## config.mk

```make
export PLATFORM = sky130hd
export DESIGN_NAME = tsio_port
export DESIGN_NICKNAME = d
export VERILOG_FILES = /design/src/rtl/tsio_pkg.sv /design/src/rtl/tsio_sync.sv /design/src/rtl/tsio_edge.sv /design/src/rtl/tsio_pin_mux.sv /design/src/rtl/tsio_port.sv
export SDC_FILE = /design/constraint.sdc
export NUM_CORES = 1
export LEC_CHECK = 0
export ABC_AREA = 1
export BUFFER_PORTS_ARGS = -buffer_cell sky130_fd_sc_hd__buf_2
export CORE_MARGIN = 2
export CORE_UTILIZATION = 40
export CTS_BUF_LIST = sky130_fd_sc_hd__clkbuf_4
export DETAILED_ROUTE_END_ITERATION = 16
export HOLD_SLACK_MARGIN = 0.1
export PLACE_DENSITY_LB_ADDON = 0.05
export SLEW_MARGIN = 20
export SYNTH_ARGS = -nofsm -noshare
export SYNTH_HDL_FRONTEND = slang
export SYNTH_HIERARCHICAL = 1
export SYNTH_SLANG_ARGS = --single-unit
```

## constraint.sdc

```tcl
create_clock -name clk -period 1.3 [get_ports clk]
set_input_delay 0.13 -clock clk [delete_from_list [all_inputs] [get_ports clk]]
set_output_delay 0.13 -clock clk [all_outputs]
set_load 0.1 [all_outputs]
```

## src/rtl/tsio_pkg.sv

```systemverilog
package tsio_pkg;
    typedef enum logic [1:0] {
        ADDR_DATA = 2'd0,
        ADDR_DIR  = 2'd1,
        ADDR_STAT = 2'd2,
        ADDR_NONE = 2'd3
    } reg_addr_e;

    localparam int STAT_ACC_BIT = 0;
    localparam int STAT_AUX_BIT = 1;
endpackage

```

## src/rtl/tsio_sync.sv

```systemverilog
module tsio_sync #(
    parameter int W = 8
) (
    input  logic         clk,
    input  logic         rst_n,
    input  logic [W-1:0] din,
    output logic [W-1:0] dout
);
    typedef struct packed {
        logic [W-1:0] s1;
        logic [W-1:0] s2;
    } sync_t;

    sync_t st_d, st_q;

    always_comb begin
        st_d    = st_q;
        st_d.s1 = din;
        st_d.s2 = st_q.s1;
    end

    always_ff @(posedge clk or negedge rst_n) begin
        if (!rst_n) st_q <= '0;
        else        st_q <= st_d;
    end

    assign dout = st_q.s2;

    // Warm-up count so the lag check never reaches before reset release
    logic [1:0] warm_q;
    always_ff @(posedge clk or negedge rst_n) begin
        if (!rst_n)              warm_q <= 2'd0;
        else if (warm_q != 2'd2) warm_q <= warm_q + 2'd1;
    end

    p_lag_two_r3: assert property (@(posedge clk) disable iff (!rst_n)
        (warm_q == 2'd2) |-> (dout == $past(din, 2)));
endmodule

```

## src/rtl/tsio_edge.sv

```systemverilog
module tsio_edge #(
    parameter int W = 4
) (
    input  logic         clk,
    input  logic         rst_n,
    input  logic [W-1:0] level,
    output logic [W-1:0] rise,
    output logic [W-1:0] fall
);
    typedef struct packed {
        logic [W-1:0] prev;
    } edge_t;

    edge_t e_d, e_q;

    always_comb begin
        e_d      = e_q;
        e_d.prev = level;
    end

    always_ff @(posedge clk or negedge rst_n) begin
        if (!rst_n) e_q <= '0;
        else        e_q <= e_d;
    end

    assign rise = level & ~e_q.prev;
    assign fall = ~level & e_q.prev;

    for (genvar i = 0; i < W; i++) begin : g_chk
        p_rise_single_r6: assert property (@(posedge clk) disable iff (!rst_n)
            rise[i] |=> !rise[i]);
        p_fall_single_r6: assert property (@(posedge clk) disable iff (!rst_n)
            fall[i] |=> !fall[i]);
    end
endmodule

```

## src/rtl/tsio_pin_mux.sv

```systemverilog
module tsio_pin_mux #(
    parameter int N_CC  = 4,
    parameter int N_PWM = 2
) (
    input  logic [N_CC-1:0]        dir,
    input  logic [N_CC+N_PWM-1:0]  latch,
    input  logic [N_CC-1:0]        cmp_en,
    input  logic [N_CC-1:0]        cmp_val,
    input  logic [N_PWM-1:0]       pwm_en,
    input  logic [N_PWM-1:0]       pwm_val,
    input  logic [N_CC-1:0]        cc_pin_in,
    output logic [N_CC-1:0]        cc_out,
    output logic [N_CC-1:0]        cc_oe,
    output logic [N_PWM-1:0]       pwm_out,
    output logic [N_CC+N_PWM-1:0]  eff
);
    // Capture/compare pins: timer output first, then latch, then high-Z
    for (genvar i = 0; i < N_CC; i++) begin : g_cc
        always_comb begin
            if (cmp_en[i]) begin
                cc_out[i] = cmp_val[i];
                cc_oe[i]  = 1'b1;
            end else if (dir[i]) begin
                cc_out[i] = latch[i];
                cc_oe[i]  = 1'b1;
            end else begin
                cc_out[i] = latch[i];
                cc_oe[i]  = 1'b0;
            end
            eff[i] = cc_oe[i] ? cc_out[i] : cc_pin_in[i];
        end
    end

    // PWM pins are always outputs
    for (genvar j = 0; j < N_PWM; j++) begin : g_pwm
        always_comb begin
            pwm_out[j]     = pwm_en[j] ? pwm_val[j] : latch[N_CC+j];
            eff[N_CC+j]    = pwm_out[j];
        end
    end
endmodule

```

## src/rtl/tsio_port.sv

```systemverilog
module tsio_port
    import tsio_pkg::*;
#(
    parameter int N_CC  = 4,
    parameter int N_PWM = 2
) (
    input  logic                   clk,
    input  logic                   rst_n,
    input  logic                   bus_wr,
    input  logic [1:0]             bus_addr,
    input  logic [N_CC+N_PWM-1:0]  bus_wdata,
    output logic [N_CC+N_PWM-1:0]  bus_rdata,
    input  logic [N_CC-1:0]        cc_pin_in,
    output logic [N_CC-1:0]        cc_pin_out,
    output logic [N_CC-1:0]        cc_pin_oe,
    output logic [N_PWM-1:0]       pwm_pin_out,
    input  logic                   acc_pin_in,
    input  logic                   aux_pin_in,
    input  logic [N_CC-1:0]        cmp_en,
    input  logic [N_CC-1:0]        cmp_val,
    input  logic [N_PWM-1:0]       pwm_en,
    input  logic [N_PWM-1:0]       pwm_val,
    output logic [N_CC-1:0]        cap_rise,
    output logic [N_CC-1:0]        cap_fall,
    output logic                   acc_sync,
    output logic                   aux_sync
);
    localparam int N_DATA = N_CC + N_PWM;
    localparam int N_SYNC = N_DATA + 2;

    typedef struct packed {
        logic [N_CC-1:0]   dir;
        logic [N_DATA-1:0] latch;
    } regs_t;

    regs_t r_d, r_q;

    // Register file: next state
    always_comb begin
        r_d = r_q;
        if (bus_wr) begin
            case (reg_addr_e'(bus_addr))
                ADDR_DATA: r_d.latch = bus_wdata;
                ADDR_DIR:  r_d.dir   = bus_wdata[N_CC-1:0];
                default:   ;
            endcase
        end
    end

    always_ff @(posedge clk or negedge rst_n) begin
        if (!rst_n) r_q <= '0;
        else        r_q <= r_d;
    end

    // Pin multiplexing
    logic [N_DATA-1:0] eff;

    tsio_pin_mux #(.N_CC(N_CC), .N_PWM(N_PWM)) u_mux (
        .dir       (r_q.dir),
        .latch     (r_q.latch),
        .cmp_en    (cmp_en),
        .cmp_val   (cmp_val),
        .pwm_en    (pwm_en),
        .pwm_val   (pwm_val),
        .cc_pin_in (cc_pin_in),
        .cc_out    (cc_pin_out),
        .cc_oe     (cc_pin_oe),
        .pwm_out   (pwm_pin_out),
        .eff       (eff)
    );

    // Synchronize effective levels plus the two input-only lines
    logic [N_SYNC-1:0] sync_in, sync_out;
    assign sync_in = {aux_pin_in, acc_pin_in, eff};

    tsio_sync #(.W(N_SYNC)) u_sync (
        .clk   (clk),
        .rst_n (rst_n),
        .din   (sync_in),
        .dout  (sync_out)
    );

    assign acc_sync = sync_out[N_DATA];
    assign aux_sync = sync_out[N_DATA+1];

    // Capture edge detection on capture/compare pins
    tsio_edge #(.W(N_CC)) u_edge (
        .clk   (clk),
        .rst_n (rst_n),
        .level (sync_out[N_CC-1:0]),
        .rise  (cap_rise),
        .fall  (cap_fall)
    );

    // Readback
    always_comb begin
        bus_rdata = '0;
        case (reg_addr_e'(bus_addr))
            ADDR_DATA: bus_rdata = sync_out[N_DATA-1:0];
            ADDR_DIR:  bus_rdata[N_CC-1:0] = r_q.dir;
            ADDR_STAT: begin
                bus_rdata[STAT_ACC_BIT] = acc_sync;
                bus_rdata[STAT_AUX_BIT] = aux_sync;
            end
            default:   bus_rdata = '0;
        endcase
    end

    // Checks
    p_reset_clear_r7: assert property (@(posedge clk) disable iff (!rst_n)
        $rose(rst_n) |-> (r_q == '0));

    for (genvar i = 0; i < N_CC; i++) begin : g_chk
        p_cmp_hold_r4: assert property (@(posedge clk) disable iff (!rst_n)
            (cmp_en[i] && $past(cmp_en[i]) && $stable(cmp_val[i]))
            |-> $stable(cc_pin_out[i]));
        p_release_r5: assert property (@(posedge clk) disable iff (!rst_n)
            ($fell(cmp_en[i]) && r_q.dir[i])
            |-> (cc_pin_oe[i] && cc_pin_out[i] == r_q.latch[i]));
        p_hiz_r2: assert property (@(posedge clk) disable iff (!rst_n)
            (!cmp_en[i] && !r_q.dir[i]) |-> !cc_pin_oe[i]);
        p_cmp_wins_r12: assert property (@(posedge clk) disable iff (!rst_n)
            cmp_en[i] |-> (cc_pin_oe[i] && cc_pin_out[i] == cmp_val[i]));
    end
endmodule

```

==> results of run 1 <==
-- flip-flops by register name, indices dropped and copies added (netlist names) --
signal	flops
u_sync/st_d	8
u_edge/e_q	4
r_q	10
u_sync/dout	8
-- layer usage --
layer	vias up	GRT usage (%)	share of wire (%)
met3	4	5.12	5.4
met5	-	0	0
met2	42	31.4	51
li1	602	-	-
met4	0	10.2	1.9
met1	594	22.9	41
-- worst max path at each step --
stage                         from             end  slack, ns  cells past startpoint
global route                r_q[7]  u_sync/st_d[1]      -0.04                      4
detailed placement     bus_addr[1]    bus_rdata[4]       0.08                      5
CTS                 u_sync/dout[3]    bus_rdata[3]      0.008                      3
floorplan           u_sync/dout[4]    bus_rdata[4]      -0.42                      2
finish                      r_q[7]  u_sync/st_d[1]       0.03                      4
global placement       bus_addr[0]    bus_rdata[4]       0.11                      5
-- critical path, stage by stage (launching register included) --
cell and delay (ns):
dfrtp_1 0.41, nor2_2 0.10, nand2_1 0.05, dlygate4sd3_1 0.56, nand2_1 0.08
-- cell usage after synthesis --
cell | count | share of area, %
nor2_2 | 5 | 2.5
dfrtp_1 | 30 | 59
nand3_2 | 1 | 0.79
nand2_2 | 4 | 2.0
nand4_1 | 4 | 2.0
nand2_1 | 49 | 14
nor2_1 | 10 | 2.9
nand3_1 | 14 | 5.5
inv_2 | 1 | 0.29
buf_4 | 3 | 1.8
inv_1 | 22 | 6.5
o21ai_0 | 2 | 0.79
buf_6 | 2 | 1.8
-- stage by stage --
| step | util (%) | cell area (sq um) | setup WS (ns) | TNS, ns | hold slack [ns] |
|---|---|---|---|---|---|
| after detailed placement | 65.8 | 2010 | 0.0759 | 0 | 0.192 |
| final | 75.8 | 2310 | 0.0334 | 0 | 0.113 |
| after global placement | 65.8 | 2010 | 0.113 | 0 | 0.188 |
| after global routing | 75.8 | 2310 | -0.0382 | -0.122 | 0.108 |
| after CTS | 73.9 | 2260 | 0.00754 | 0 | 0.148 |
| after floorplan | - | 1350 | -0.419 | -1.19 | -0.166 |
-- cells by family (layout without fill, tap and decap cells) --
kind of cell	after synthesis	in the layout	synth area share, %
simple gates	87	87	30.0
flops	30	30	58.9
buf+inv	28	108	10.3
compound gates	2	2	0.785
-- layout by cell type (no fill, tap or decap), types with 2 or more instances in the layout --
cell,synthesis,layout
inv_1,22,12
nand2_1,49,47
dlymetal6s4s_1,0,3
inv_2,1,11
nand4_1,4,4
dfrtp_1,30,26
nor2_4,0,9
dlygate4sd3_1,0,14
o21ai_4,0,2
nand3_2,1,3
clkbuf_4,0,6
dfrtp_2,0,4
nand2_2,4,6
nor2_2,5,4
buf_12,0,24
nand3_1,14,11
buf_4,3,7
nor2_1,10,2
buf_2,0,30
-- cell type report --
class | instances | share of cell area [%]
Clock inverter | 1 | 0.162
Inverter | 23 | 3.73
Clock buffer | 6 | 1.95
Multi-Input combinational cell | 89 | 21.9
Tap cell | 44 | 2.38
Sequential cell | 30 | 32.6
Timing Repair Buffer | 78 | 37.2
-- power by group through the flow --
stage               Clock, W  Sequential, W  Combinational [W]
floorplan                  0        0.00117           0.000913
global placement           0        0.00117            0.00142
detailed placement         0        0.00117            0.00144
CTS                 0.000517        0.00116            0.00150
global route        0.000567        0.00118            0.00162
finish              0.000494        0.00116            0.00155
-- timing repair --
action	CTS	global route
gates resized for setup	6	20
setup endpoints to repair	3	21
hold buffers	19	0
buffers inserted	0	5
endpoints found under the hold margin	48	0
pin swaps	1	8
==> impl_metrics.env, run 1 <==
export IMPL_placed_cells=242
export IMPL_arrival_ns=1.52
export IMPL_sw_frac_of_total_pct=42.8
export IMPL_period_minus_slack_ns=1.27
export IMPL_syn_area_sq_mm=0.00127
export IMPL_max_slew_margin_rel_pct=57.5
export IMPL_pwr_share_seq_pct=36.3
export IMPL_overflow=0
export IMPL_cap_violations=0
export IMPL_power_switching_w=0.00137
export IMPL_multi_input_area_sq_um=508
export IMPL_syn_avg_cell_area_sq_um=8.67
export IMPL_ir_worst_vdd_v=0.000801
export IMPL_grt_usage_pct=19.0
export IMPL_r2r_start="r_q[7]"
export IMPL_layout_nets=256
export IMPL_insertion_delay_ns=0.31
export IMPL_grt_pass1_wl_um=5010
export IMPL_p_leak_nw=1.19
export IMPL_post_route_period_util_pct=97.4
export IMPL_crit_type="reg2reg"
export IMPL_reg2regPathDepth=4
export IMPL_hold_viol=0
export IMPL_die_w_um=60.5
export IMPL_h_tree_depth=2
export IMPL_syn_inst=147
export IMPL_regArea_sq_um=756
export IMPL_min_from="cmp_en[2]"
export IMPL_ys_ff_latch=30
export IMPL_ios=55
export IMPL_critPathMaxFanout=3
export IMPL_wl_per_cell_um=10.8
export IMPL_end_kind="register"
export IMPL_worst_setup_path_start_kind="register"
export IMPL_initialDrtViolationCount=17
export IMPL_internal_power_w=0.00183
export IMPL_insertedDiodeCount=0
export IMPL_drt_wl_total_um=2940
export IMPL_p_per_area_mw_per_mm2=1380
export IMPL_status="completed"
export IMPL_r2r_end="u_sync/st_d[1]"
export IMPL_cts_buffer_depth=2
export IMPL_cts_tree="built"
export IMPL_dr_pass1_iters=4
export IMPL_grt_setup_unrepaired="true"
export IMPL_drc_errors=0
export IMPL_finalSetupViolations=0
export IMPL_numCtsBuffers=5
export IMPL_dieArea_sq_mm=0.00365
export IMPL_cts_clk_slew_worst_paths_ns=0.08
export IMPL_power_w=0.00320
export IMPL_fmax_ghz=0.790
export IMPL_r2r_setup_slack_ns=0.03
export IMPL_syn_nets=176
export IMPL_ys_types=13
export IMPL_dp_hpwl_um=2080
export IMPL_rows=20
export IMPL_min_to="u_sync/st_d[2]"
export IMPL_area_delta_synth_final_pct=81.6
export IMPL_p_comb_share_pct=48.3
export IMPL_holdPathStages=4
export IMPL_clock_skew_ns=0.00376
export IMPL_vias_per_cell=4.58
export IMPL_port_buffers=54
export IMPL_stdcell_count=271
export IMPL_filler_cell_count=226
export IMPL_cts_root_buffer="clkbuf_4"
export IMPL_synth_seq_area_share_pct=58.9
export IMPL_drive_gt1_share_pct=47.1
export IMPL_required_ns=1.55
export IMPL_drtAntennaViolNets=0
export IMPL_p_clk_share_pct=15.4
export IMPL_place_congestion=0.748
export IMPL_antenna_found_initial=0
export IMPL_ys_warn_count=6
export IMPL_initial_core_util_pct=41.8
export IMPL_cts_sinks=30
export IMPL_grt_max_degree=31
export IMPL_hp_class="in2reg"
export IMPL_tightest_slew_ns=0.638
export IMPL_die_height_um=60.5
export IMPL_vias=1242
export IMPL_first_global_vias=1162
export IMPL_slew_viol_final=0
export IMPL_core_area_sq_mm=0.00305
Note: power is estimated with default switching activity, not from simulation.
==> inputs of run 2 (changes only) <==
Settings changed: ABC_AREA 1 to default.
==> run 2 against run 1 <==
  * Die area decreased by 1.9%
  * The run now ends with negative setup slack left
  * Combinational power is 8% higher
  * Highest routed layer unchanged
  * Area after synthesis is 2.1% lower
  * Final cell count is 22% lower
  * Total power grew 11%
  * Largest cell class unchanged
  * Flip-flop and latch count stayed put
  * Count of clock-buffer cells in the layout shrank 1
  * Utilization grew 4.1 points
  * Final area rose by 3.7%
  * Via count decreased by 18%
==> impl_metrics.env, run 2 <==
export IMPL_cap_violations=0
export IMPL_synth_ff_type="dfrtp_1"
export IMPL_dr_pass1_iters=3
export IMPL_synth_seq_area_share_pct=60.1
export IMPL_yosys_area_top_type="dfrtp_1"
export IMPL_dp_hpwl_um=2000
export IMPL_numCtsBuffers=5
export IMPL_reg2regPathDepth=4
export IMPL_area_delta_synth_final_pct=92.2
export IMPL_max_slew_margin_rel_pct=56.2
export IMPL_yosysTopAreaCellShare_pct=60.1
export IMPL_final_cell_mix="buf_2 (28), dfrtp_1 (26), buf_12 (24)"
export IMPL_syn_inst=91
export IMPL_grt_setup_unrepaired="true"
export IMPL_fin_ws_ns=-0.0593
export IMPL_cts_sinks=30
export IMPL_layout_nets=207
export IMPL_worst_setup_path_start_kind="register"
export IMPL_ys_warn_count=6
export IMPL_grt_max_degree=31
export IMPL_r2r_end="u_sync/st_d[0]"
export IMPL_ys_ff_latch=30
export IMPL_initialDrtViolationCount=26
export IMPL_async_reset_ff_share_pct=100
export IMPL_port_buffers=54
export IMPL_power_w=0.00355
export IMPL_insertion_delay_ns=0.33
export IMPL_insertedDiodeCount=0
export IMPL_ir_worst_vdd_v=0.000735
export IMPL_largest_register="r_q"
export IMPL_drc_errors=0
export IMPL_placed_cells=178
export IMPL_holdPathStages=2
export IMPL_min_from="pwm_val[1]"
export IMPL_first_global_vias=1041
export IMPL_drt_wl_total_um=2900
export IMPL_overflow=0
export IMPL_vias=1017
export IMPL_vias_per_cell=4.80
export IMPL_drive_gt1_share_pct=66.5
export IMPL_r2r_setup_slack_ns=0.22
export IMPL_cts_root_buffer="clkbuf_4"
export IMPL_clock_skew_ns=0.00579
export IMPL_finalSetupViolations=12
export IMPL_arrival_ns=1.23
export IMPL_cts_buffer_depth=2
export IMPL_layout_commonest_cell="buf_2"
export IMPL_grt_pass1_wl_um=4680
export IMPL_synth_edf_count=0
export IMPL_ios=55
export IMPL_p_leak_nw=1.10
export IMPL_period_minus_slack_ns=1.36
export IMPL_tightest_slew_ns=0.657
export IMPL_core_area_sq_mm=0.00300
export IMPL_place_congestion=0.737
export IMPL_crit_type="reg2out"
export IMPL_cts_tree="built"
export IMPL_die_w_um=59.9
export IMPL_antenna_found_initial=0
export IMPL_h_tree_depth=2
export IMPL_synth_common_cells="dfrtp_1 (30), mux2_2 (10), and2b_2 (8), mux2i_1 (8)"
export IMPL_cts_clk_slew_worst_paths_ns=0.09
export IMPL_syn_area_sq_mm=0.00125
export IMPL_fin_util_pct=79.9
export IMPL_ys_types=18
export IMPL_critPathMaxFanout=2
export IMPL_required_ns=1.17
export IMPL_post_route_period_util_pct=105
export IMPL_yosysMostFrequentCell="dfrtp_1"
export IMPL_violations="negative setup slack"
export IMPL_r2r_start="r_q[6]"
export IMPL_syn_nets=120
export IMPL_hp_class="in2reg"
export IMPL_grt_usage_pct=18.6
export IMPL_wl_per_cell_um=13.7
export IMPL_min_to="u_sync/st_d[5]"
export IMPL_die_height_um=59.9
export IMPL_fmax_ghz=0.736
export IMPL_hold_viol=0
export IMPL_postCtsHoldBufs=19
export IMPL_drtAntennaViolNets=0
export IMPL_rows=20
export IMPL_p_per_area_mw_per_mm2=1480
export IMPL_syn_avg_cell_area_sq_um=13.7
export IMPL_slew_viol_final=0
export IMPL_status="finished with violations"
export IMPL_dieArea_sq_mm=0.00358
export IMPL_initial_core_util_pct=41.6
export IMPL_largest_register_ffs=10
export IMPL_yosys_top_cells_area="dfrtp_1 (60%), mux2_2 (9.0%), mux2i_1 (6.4%), and2b_2 (5.6%), mux2_4 (2.4%)"
export IMPL_stdcell_count=212
export IMPL_end_kind="output port"
==> run 2: cell count changes after synthesis, sizes merged, moves of 6 or more <==
cell,change
and2b,+8
inv,-19
mux2,+12
mux2i,+8
nand2,-49
nand3,-15
nor2,-13
o21ai,+6
==> run 2: per-stage QoR <==
step	hold WS, ns	setup TNS (ns)	instance area, sq um	setup slack (ns)
finish	0.0563	-0.302	2400	-0.0593
global route	0.0360	-1.23	2400	-0.117
CTS	0.0398	-0.768	2350	-0.0795
detailed placement	0.201	0	2010	0.0878
global placement	0.187	0	2010	0.120
floorplan	-0.166	-0.353	1380	-0.263
==> run 2: per-layer routing <==
layer / vias to the layer above / routed length [um] / GRT usage (%)
met5: - / 0 / 0
met4: 0 / 68 / 7.94
met1: 489 / 1100 / 19.9
met3: 7 / 200 / 6.49
li1: 480 / - / -
met2: 41 / 1540 / 32.8
==> run 2: critical path, cell delays in order, from the launching register on <==
cell       delay [ns]
dfrtp_4          0.49
mux2i_4          0.16
o2bb2ai_4        0.08
buf_12           0.16
==> run 2: how the worst max path moves through the flow <==
stage,startpoint,end
2_1_floorplan,u_sync/dout[6],bus_rdata[0]
3_3_place_gp,bus_addr[1],r_q[5]
3_5_place_dp,bus_addr[1],r_q[2]
4_1_cts,u_sync/dout[7],bus_rdata[1]
5_1_grt,u_sync/dout[0],bus_rdata[0]
6_report,u_sync/dout[7],bus_rdata[1]
==> run 2: final cells by class <==
| class | instances | area (sq um) |
|---|---|---|
| Timing Repair Buffer | 84 | 908 |
| Clock inverter | 3 | 40.0 |
| Multi-Input combinational cell | 53 | 599 |
| Tap cell | 33 | 41.3 |
| Inverter | 4 | 15.0 |
| Clock buffer | 5 | 37.5 |
| Fill cell | 179 | 603 |
| Sequential cell | 30 | 758 |
==> run 2: cells by family after synthesis <==
logic type             Yosys count  synth area share (%)
DFF                             30                  60.1
AOI/OAI and AO/OA               10                  4.61
muxes                           20                  17.8
and+or+nand+nor                 23                  13.2
buffers and inverters            8                  4.21
==> run 2: power by group <==
group | switching (W) | leakage (nW) | internal, W
sequential | 0.0000975 | 0.352 | 0.00107
clock | 0.000320 | 0.0450 | 0.000398
combinational | 0.000990 | 0.705 | 0.000677
total | 0.00141 | 1.10 | 0.00214
==> run 2: timing repair <==
item,4_1_cts,5_1_grt
setup endpoints to repair,15,24
resized for setup,13,10
cloned,0,0
buffers inserted,3,4
endpoints found under the hold margin,48,2
pin swaps,2,0
